==> src/rtl/memcfg_pkg.sv <==
`timescale 1ns/1ps
package memcfg_pkg;
    localparam int unsigned ADDR_W  = 16;
    localparam int unsigned DATA_W  = 8;
    localparam int unsigned SHARE_W = 2;
    // Field positions in the configuration word (decoded downstream)
    localparam int unsigned IO_BIT    = 0;
    localparam int unsigned LOROM_BIT = 1;
    localparam int unsigned MID_B1    = 2;
    localparam int unsigned MID_B0    = 3;
    localparam int unsigned HI_B1     = 4;
    localparam int unsigned HI_B0     = 5;
    localparam int unsigned BANK_BIT  = 6;

    typedef enum logic [1:0] {
        QTR_LOW  = 2'b00,
        QTR_ROML = 2'b01,
        QTR_MID  = 2'b10,
        QTR_HIGH = 2'b11
    } quarter_e;

    typedef struct packed {
        logic ms0;
        logic ms1;
        logic cas0_n;
        logic cas1_n;
    } strobes_s;
endpackage

==> src/rtl/memcfg_reg.sv <==
`timescale 1ns/1ps
module memcfg_reg #(
    parameter int unsigned DATA_W = memcfg_pkg::DATA_W,
    parameter int unsigned IO_POS = memcfg_pkg::IO_BIT
) (
    input  logic              clk,
    input  logic              rst_n,
    input  logic              wr_en,
    input  logic [DATA_W-1:0] wr_data,
    output logic [DATA_W-1:0] cfg_q,
    output logic              io_eff_q
);
    typedef struct packed {
        logic [DATA_W-1:0] word;
    } reg_s;

    reg_s st_d, st_q;
    logic io_d, io_q;

    always_comb begin
        st_d = st_q;
        if (wr_en) st_d.word = wr_data;
    end

    always_ff @(posedge clk or negedge rst_n) begin
        if (!rst_n) st_q <= '0;
        else        st_q <= st_d;
    end

    // Prelatch: the stored I/O bit becomes effective on the falling edge
    always_comb io_d = st_q.word[IO_POS];

    always_ff @(negedge clk or negedge rst_n) begin
        if (!rst_n) io_q <= 1'b0;
        else        io_q <= io_d;
    end

    assign cfg_q    = st_q.word;
    assign io_eff_q = io_q;

    assert_write_load_R2: assert property (@(posedge clk) disable iff (!rst_n)
        wr_en |=> (cfg_q == $past(wr_data)));
    assert_hold_no_write_R2: assert property (@(posedge clk) disable iff (!rst_n)
        !wr_en |=> $stable(cfg_q));
    assert_prelatch_follow_R3: assert property (@(posedge clk) disable iff (!rst_n)
        io_eff_q == cfg_q[IO_POS]);
endmodule

==> src/rtl/memcfg_window.sv <==
`timescale 1ns/1ps
module memcfg_window #(
    parameter int unsigned ADDR_W  = memcfg_pkg::ADDR_W,
    parameter logic [ADDR_W-1:0] IO_BASE  = 16'hD500,
    parameter int unsigned       IO_CNT   = 12,
    parameter logic [ADDR_W-1:0] SYS_BASE = 16'hFF00,
    parameter int unsigned       SYS_CNT  = 5
) (
    input  logic              clk,
    input  logic              rst_n,
    input  logic [ADDR_W-1:0] addr,
    input  logic              compat,
    input  logic              io_eff,
    output logic              cfg_hit,
    output logic              reg_hit,
    output logic              sys_hole
);
    localparam logic [ADDR_W-1:0] IO_LAST  = IO_BASE  + ADDR_W'(IO_CNT - 1);
    localparam logic [ADDR_W-1:0] SYS_LAST = SYS_BASE + ADDR_W'(SYS_CNT - 1);

    logic in_io, in_sys;

    always_comb begin
        in_io    = (addr >= IO_BASE)  && (addr <= IO_LAST);
        in_sys   = (addr >= SYS_BASE) && (addr <= SYS_LAST);
        sys_hole = !compat && in_sys;
        reg_hit  = !compat && (in_sys || (in_io && !io_eff));
        cfg_hit  = !compat && ((addr == SYS_BASE) || ((addr == IO_BASE) && !io_eff));
    end

    assert_cfg_in_window_R4: assert property (@(posedge clk) disable iff (!rst_n)
        cfg_hit |-> reg_hit);
    assert_compat_silent_R12: assert property (@(posedge clk) disable iff (!rst_n)
        compat |-> (!reg_hit && !cfg_hit && !sys_hole));
endmodule

==> src/rtl/memcfg_map.sv <==
`timescale 1ns/1ps
module memcfg_map
    import memcfg_pkg::*;
#(
    parameter int unsigned ADDR_W      = memcfg_pkg::ADDR_W,
    parameter int unsigned DATA_W      = memcfg_pkg::DATA_W,
    parameter int unsigned SHARE_W     = memcfg_pkg::SHARE_W,
    parameter int unsigned SHARE_BYTES = 1024
) (
    input  logic               clk,
    input  logic               rst_n,
    input  logic [ADDR_W-1:0]  addr,
    input  logic               compat,
    input  logic [DATA_W-1:0]  cfg,
    input  logic               sys_hole,
    input  logic [SHARE_W-1:0] share_sel,
    output strobes_s           strb
);
    localparam int unsigned SHARE_AW = $clog2(SHARE_BYTES);

    quarter_e qtr;
    logic     in_share, bank1;
    logic     unused_cfg;

    assign unused_cfg = ^{cfg[DATA_W-1:BANK_BIT+1], cfg[IO_BIT]};

    generate
        if (SHARE_AW < ADDR_W) begin : g_share
            assign in_share = (share_sel != '0) && (addr[ADDR_W-1:SHARE_AW] == '0);
        end else begin : g_share_all
            assign in_share = (share_sel != '0);
        end
    endgenerate

    always_comb begin
        qtr   = quarter_e'(addr[ADDR_W-1 -: 2]);
        bank1 = cfg[BANK_BIT] && !in_share;
        strb  = '{ms0: 1'b1, ms1: 1'b1, cas0_n: bank1, cas1_n: !bank1};
        if (!compat) begin
            unique case (qtr)
                QTR_LOW:  begin strb.ms0 = 1'b1;          strb.ms1 = 1'b1;          end
                QTR_ROML: begin strb.ms0 = cfg[LOROM_BIT]; strb.ms1 = cfg[LOROM_BIT]; end
                QTR_MID:  begin strb.ms0 = cfg[MID_B0];    strb.ms1 = cfg[MID_B1];    end
                QTR_HIGH: begin strb.ms0 = cfg[HI_B0];     strb.ms1 = cfg[HI_B1];     end
                default:  begin strb.ms0 = 1'b1;          strb.ms1 = 1'b1;          end
            endcase
            if (sys_hole) strb = '{ms0: 1'b1, ms1: 1'b1, cas0_n: 1'b1, cas1_n: 1'b1};
        end
    end

    assert_hole_all_high_R9: assert property (@(posedge clk) disable iff (!rst_n)
        sys_hole |-> (strb.ms0 && strb.ms1 && strb.cas0_n && strb.cas1_n));
    assert_one_bank_R10: assert property (@(posedge clk) disable iff (!rst_n)
        !sys_hole |-> ($countones({strb.cas0_n, strb.cas1_n}) == 1));
    assert_share_bank0_R11: assert property (@(posedge clk) disable iff (!rst_n)
        (in_share && !sys_hole) |-> (!strb.cas0_n && strb.cas1_n));
    assert_compat_ms_high_R12: assert property (@(posedge clk) disable iff (!rst_n)
        compat |-> (strb.ms0 && strb.ms1));
    assert_low_quarter_R8: assert property (@(posedge clk) disable iff (!rst_n)
        (qtr == QTR_LOW) |-> (strb.ms0 && strb.ms1));
endmodule

==> src/rtl/memcfg_decoder.sv <==
`timescale 1ns/1ps
module memcfg_decoder
    import memcfg_pkg::*;
#(
    parameter int unsigned ADDR_W  = memcfg_pkg::ADDR_W,
    parameter int unsigned DATA_W  = memcfg_pkg::DATA_W,
    parameter int unsigned SHARE_W = memcfg_pkg::SHARE_W
) (
    input  logic               clk,
    input  logic               rst_n,
    input  logic               compat_mode,
    input  logic [ADDR_W-1:0]  cpu_addr,
    input  logic               cpu_wr_en,
    input  logic [DATA_W-1:0]  cpu_wr_data,
    output logic [DATA_W-1:0]  cpu_rd_data,
    input  logic [SHARE_W-1:0] share_sel,
    output logic               reg_hit,
    output logic               ms0,
    output logic               ms1,
    output logic               io_sel,
    output logic               cas0_n,
    output logic               cas1_n
);
    logic [DATA_W-1:0] cfg_q;
    logic              io_eff, cfg_hit, sys_hole, wr_accept;
    strobes_s          strb;

    assign wr_accept = cpu_wr_en && cfg_hit;

    memcfg_reg #(.DATA_W(DATA_W), .IO_POS(IO_BIT)) u_reg (
        .clk(clk), .rst_n(rst_n), .wr_en(wr_accept), .wr_data(cpu_wr_data),
        .cfg_q(cfg_q), .io_eff_q(io_eff)
    );

    memcfg_window #(.ADDR_W(ADDR_W)) u_win (
        .clk(clk), .rst_n(rst_n), .addr(cpu_addr), .compat(compat_mode),
        .io_eff(io_eff), .cfg_hit(cfg_hit), .reg_hit(reg_hit), .sys_hole(sys_hole)
    );

    memcfg_map #(.ADDR_W(ADDR_W), .DATA_W(DATA_W), .SHARE_W(SHARE_W)) u_map (
        .clk(clk), .rst_n(rst_n), .addr(cpu_addr), .compat(compat_mode),
        .cfg(cfg_q), .sys_hole(sys_hole), .share_sel(share_sel), .strb(strb)
    );

    assign cpu_rd_data = cfg_hit ? cfg_q : '0;
    assign io_sel      = io_eff;
    assign ms0         = strb.ms0;
    assign ms1         = strb.ms1;
    assign cas0_n      = strb.cas0_n;
    assign cas1_n      = strb.cas1_n;

    assert_rd_zero_off_R2: assert property (@(posedge clk) disable iff (!rst_n)
        !reg_hit |-> (cpu_rd_data == '0));
    assert_compat_no_load_R12: assert property (@(posedge clk) disable iff (!rst_n)
        compat_mode |=> $stable(cfg_q));
endmodule

==> config.mk <==
export PLATFORM = sky130hd
export DESIGN_NAME = memcfg_decoder
export DESIGN_NICKNAME = d
export VERILOG_FILES = /design/src/rtl/memcfg_pkg.sv /design/src/rtl/memcfg_reg.sv /design/src/rtl/memcfg_window.sv /design/src/rtl/memcfg_map.sv /design/src/rtl/memcfg_decoder.sv
export SDC_FILE = /design/constraint.sdc
export NUM_CORES = 1
export LEC_CHECK = 0
export BUFFER_PORTS_ARGS = -buffer_cell sky130_fd_sc_hd__buf_4
export CORE_MARGIN = 4
export CORE_UTILIZATION = 41
export DETAILED_ROUTE_END_ITERATION = 16
export PLACE_DENSITY = 0.82
export SLEW_MARGIN = 10
export SYNTH_ARGS = -nofsm -noshare
export SYNTH_HDL_FRONTEND = slang
export SYNTH_SLANG_ARGS = --single-unit
==> constraint.sdc <==
create_clock -name clk -period 4.6 [get_ports clk]
set_clock_uncertainty 0.1 [all_clocks]
set_input_delay 0.92 -clock clk [delete_from_list [all_inputs] [get_ports clk]]
set_output_delay 0.92 -clock clk [all_outputs]
set_load 0.02 [all_outputs]
==> flow_summary_export.csv <==
group,metric,value,unit
grt,grt_overflow_total,0,
clock_tree,clock_tree.htree_level_count,1,
clock_tree,cts-buffers-inserted,3,
synth,syn_avg_cell_area,10.5,µm²
grt,grt_util_all_layers,19.3,%
synth,synth_compound_area_share,8.92,%
cells_and_area,areaGrowthSynthToFinish,80.0,%
cells_and_area,fin_cells,121,
timing,timing.final.max_slew_violations,0,
clock_tree,post_cts_hold_buffer_count,0,
job,cap_violations,0,
floorplan,initial_utilization,44.2,%
cells_and_area,final_layout_size_suffix_gt1_share,67.9,%
synth,yosys.area_share.adder,0,%
synth,yosys-mux-area-fraction,18.7,%
routing,drcViolationCount,0,
timing,rsz_0062_raised_after_global_routing,"yes",
synth,main_combinational_cell_family_by_area_after_synthesis,"simple AND/OR/NAND/NOR gates",
worst_setup_path,timing.critical_path.required,3.58,ns
synth,synth_xor_xnor_area_share,0,%
worst_setup_path,setup.worst_path.end_class,"primary output",
cells_and_area,layout.cell_area.non_filler,1060,µm²
floorplan,floorplan.rows,13,
routing,detail_route.vias_per_cell,5.40,
clock_tree,clock_sink_count,9,
synth,yosysWarningCount,0,
power_and_ir_drop,ir_worst_vdd,0.161,mV
floorplan,die_h,45.9,µm
clock_tree,cts_root_buffer,"clkbuf_4",
synth,synthCells,56,
routing,drtAntennaViolNets,0,
synth,async_flop_share,100,%
grt,first_global_vias,649,
worst_setup_path,worst_endpoint_data_arrival_time,3.95,ns
run_status,violations,"setup timing",
placed_design,place_congestion,0.816,
grt,grt_pass1_wl,2.83,mm
synth,post_synth_and_or_nand_nor_area_fraction,34.2,%
floorplan,die-width,45.9,µm
worst_hold_path,hp-class,"in -> async",
synth,synthFlopType,"dfrtp_1",
clock_tree,skew_pair_late_insertion_delay,0.27,ns
synth,synth_edf_count,0,
routing,totalWireLength,1.82,mm
run_status,run_status,"finished, violations left",
synth,synth-seq-cells,9,
timing,finalSetupViolations,9,
timing,hold_ws,0.366,ns
synth,ys_types,24,
power_and_ir_drop,cellPowerDensity,168,nW/µm²
timing,final_critical_path_setup_slack,-0.367,ns
floorplan,placeableCoreArea,1330,µm²
clock_tree,clockBufferDepth,2,
worst_setup_path,setup.worst_path.start_class,"register",
worst_setup_path,setup.worst_path.class,"reg -> out",
placed_design,cell_area_placed,993,µm²
routing,via_count,653,
clock_tree,clk_pin_slew,0.06,ns
cells_and_area,final_net_count,137,
cells_and_area,antenna_cells_inserted,0,
timing,max-slew-margin-rel,70.5,%
clock_tree,tritoncts,"built",
placed_design,io_buffer_count,43,
floorplan,pin_count,44,
worst_setup_path,cp_max_fo,8,
power_and_ir_drop,static-leakage-power,0.545,nW
routing,detail_route.wl_per_cell,15.0,µm
timing,hold_violations,0,
placed_design,dp.cells,116,
grt,grt_start_max_net_pins,10,
synth,synth.net_count,86,
synth,post_syn_area,589,µm²
grt,antenna_found_initial,0,
placed_design,detailedPlacementHpwl,1.48,mm
floorplan,area_of_the_die,2110,µm²
routing,drt-initial-drc-count,8,
synth,synth.yosys.seq_area_share,38.2,%
routing,dr.pass1.iters,4,
timing,worstMarginPinSlew,0.439,ns
synth_stat cells, types with 2 or more instances:
| cell | count | area, µm² |
|---|---|---|
| nor2_1 | 3 | 11.3 |
| mux2_2 | 8 | 90.1 |
| nand2_1 | 5 | 18.8 |
| o41ai_1 | 2 | 17.5 |
| mux2i_1 | 2 | 20.0 |
| o21ai_0 | 2 | 10.0 |
| nand2b_1 | 2 | 12.5 |
| nand3b_1 | 2 | 15.0 |
| dfrtp_1 | 8 | 200 |
| and2_1 | 8 | 50.1 |
area by class of cell:
type | count | area [µm²]
tap | 15 | 18.8
multi-input combinational | 47 | 412
fill | 96 | 273
timing repair buffer | 46 | 379
clock buffer | 4 | 26.3
sequential | 9 | 225
worst max-delay path, stage by stage, from the launching register on:
cell and delay, ns:
dfrtn_1 0.34, or3_4 0.34, o21ai_4 0.16, and3_4 0.26, and2_4 0.16, buf_6 0.11
per-stage QoR:
step	power (mW)	TNS, ns	util (%)	setup slack, ns
CTS	0.180	-3.24	79.5	-0.373
global route	0.188	-3.80	79.5	-0.436
detailed placement	0.118	-0.950	74.5	-0.129
floorplan	0.0911	-0.718	-	-0.0858
global placement	0.118	-0.758	74.5	-0.0964
finish	0.178	-3.19	79.5	-0.367
power breakdown:
part	total [mW]	leakage (nW)	internal, mW	switching [mW]
clock network	0.0604	0.0150	0.0334	0.0270
registers	0.0793	0.126	0.0793	0.0000209
logic	0.0389	0.404	0.0230	0.0158
total	0.178	0.545	0.136	0.0428
cell usage in the layout, fill, tap and decap left out, types with 2 or more instances in the layout:
cell,instances
dfrtp_1,8
buf_6,9
nand2b_1,2
buf_4,37
mux2_2,8
mux2i_1,2
nor2_1,3
clkbuf_4,3
nand3b_1,2
o21ai_0,2
nand2_1,5
and2_4,8
repair_timing:
action / CTS / global route
pin swaps: 10 / 0
resized for setup: 9 / 0
setup buffers: 1 / 0
setup endpoints to repair: 9 / 9
final timing paths:
kind                                 from             end  slack (ns)  cells past startpoint
setup / recovery           u_reg.io_eff_q  cpu_rd_data[4]       -0.37                      5
hold reg to reg            u_reg.cfg_q[7]  u_reg.cfg_q[7]        0.42                      1
min in group clk           u_reg.cfg_q[7]  u_reg.cfg_q[7]        0.42                      1
hold / removal                      rst_n  u_reg.cfg_q[6]        0.37                      1
setup reg to reg           u_reg.io_eff_q  u_reg.cfg_q[5]        0.71                      4
max in group asynchronous           rst_n  u_reg.io_eff_q        1.69                      1
routing by layer:
layer	part of all wire, %	track usage (%)
met3	14	7.51
met2	51	34.1
met4	1.3	10.2
met1	34	18.9
met5	0	0
state kept, by name, indices dropped and copies added, names as in the netlist:
name and flops:
u_reg.io_eff_q 1, u_reg.cfg_q 8
cells by family (layout without fill, tap and decap cells):
group / Yosys count / after routing
flip-flops: 9 / 9
AO/OA/AOI/OAI: 8 / 8
buffers and inverters: 0 / 50
AND/OR/NAND/NOR: 29 / 29
multiplexers: 10 / 10
Power figures use the tool's default switching activity.
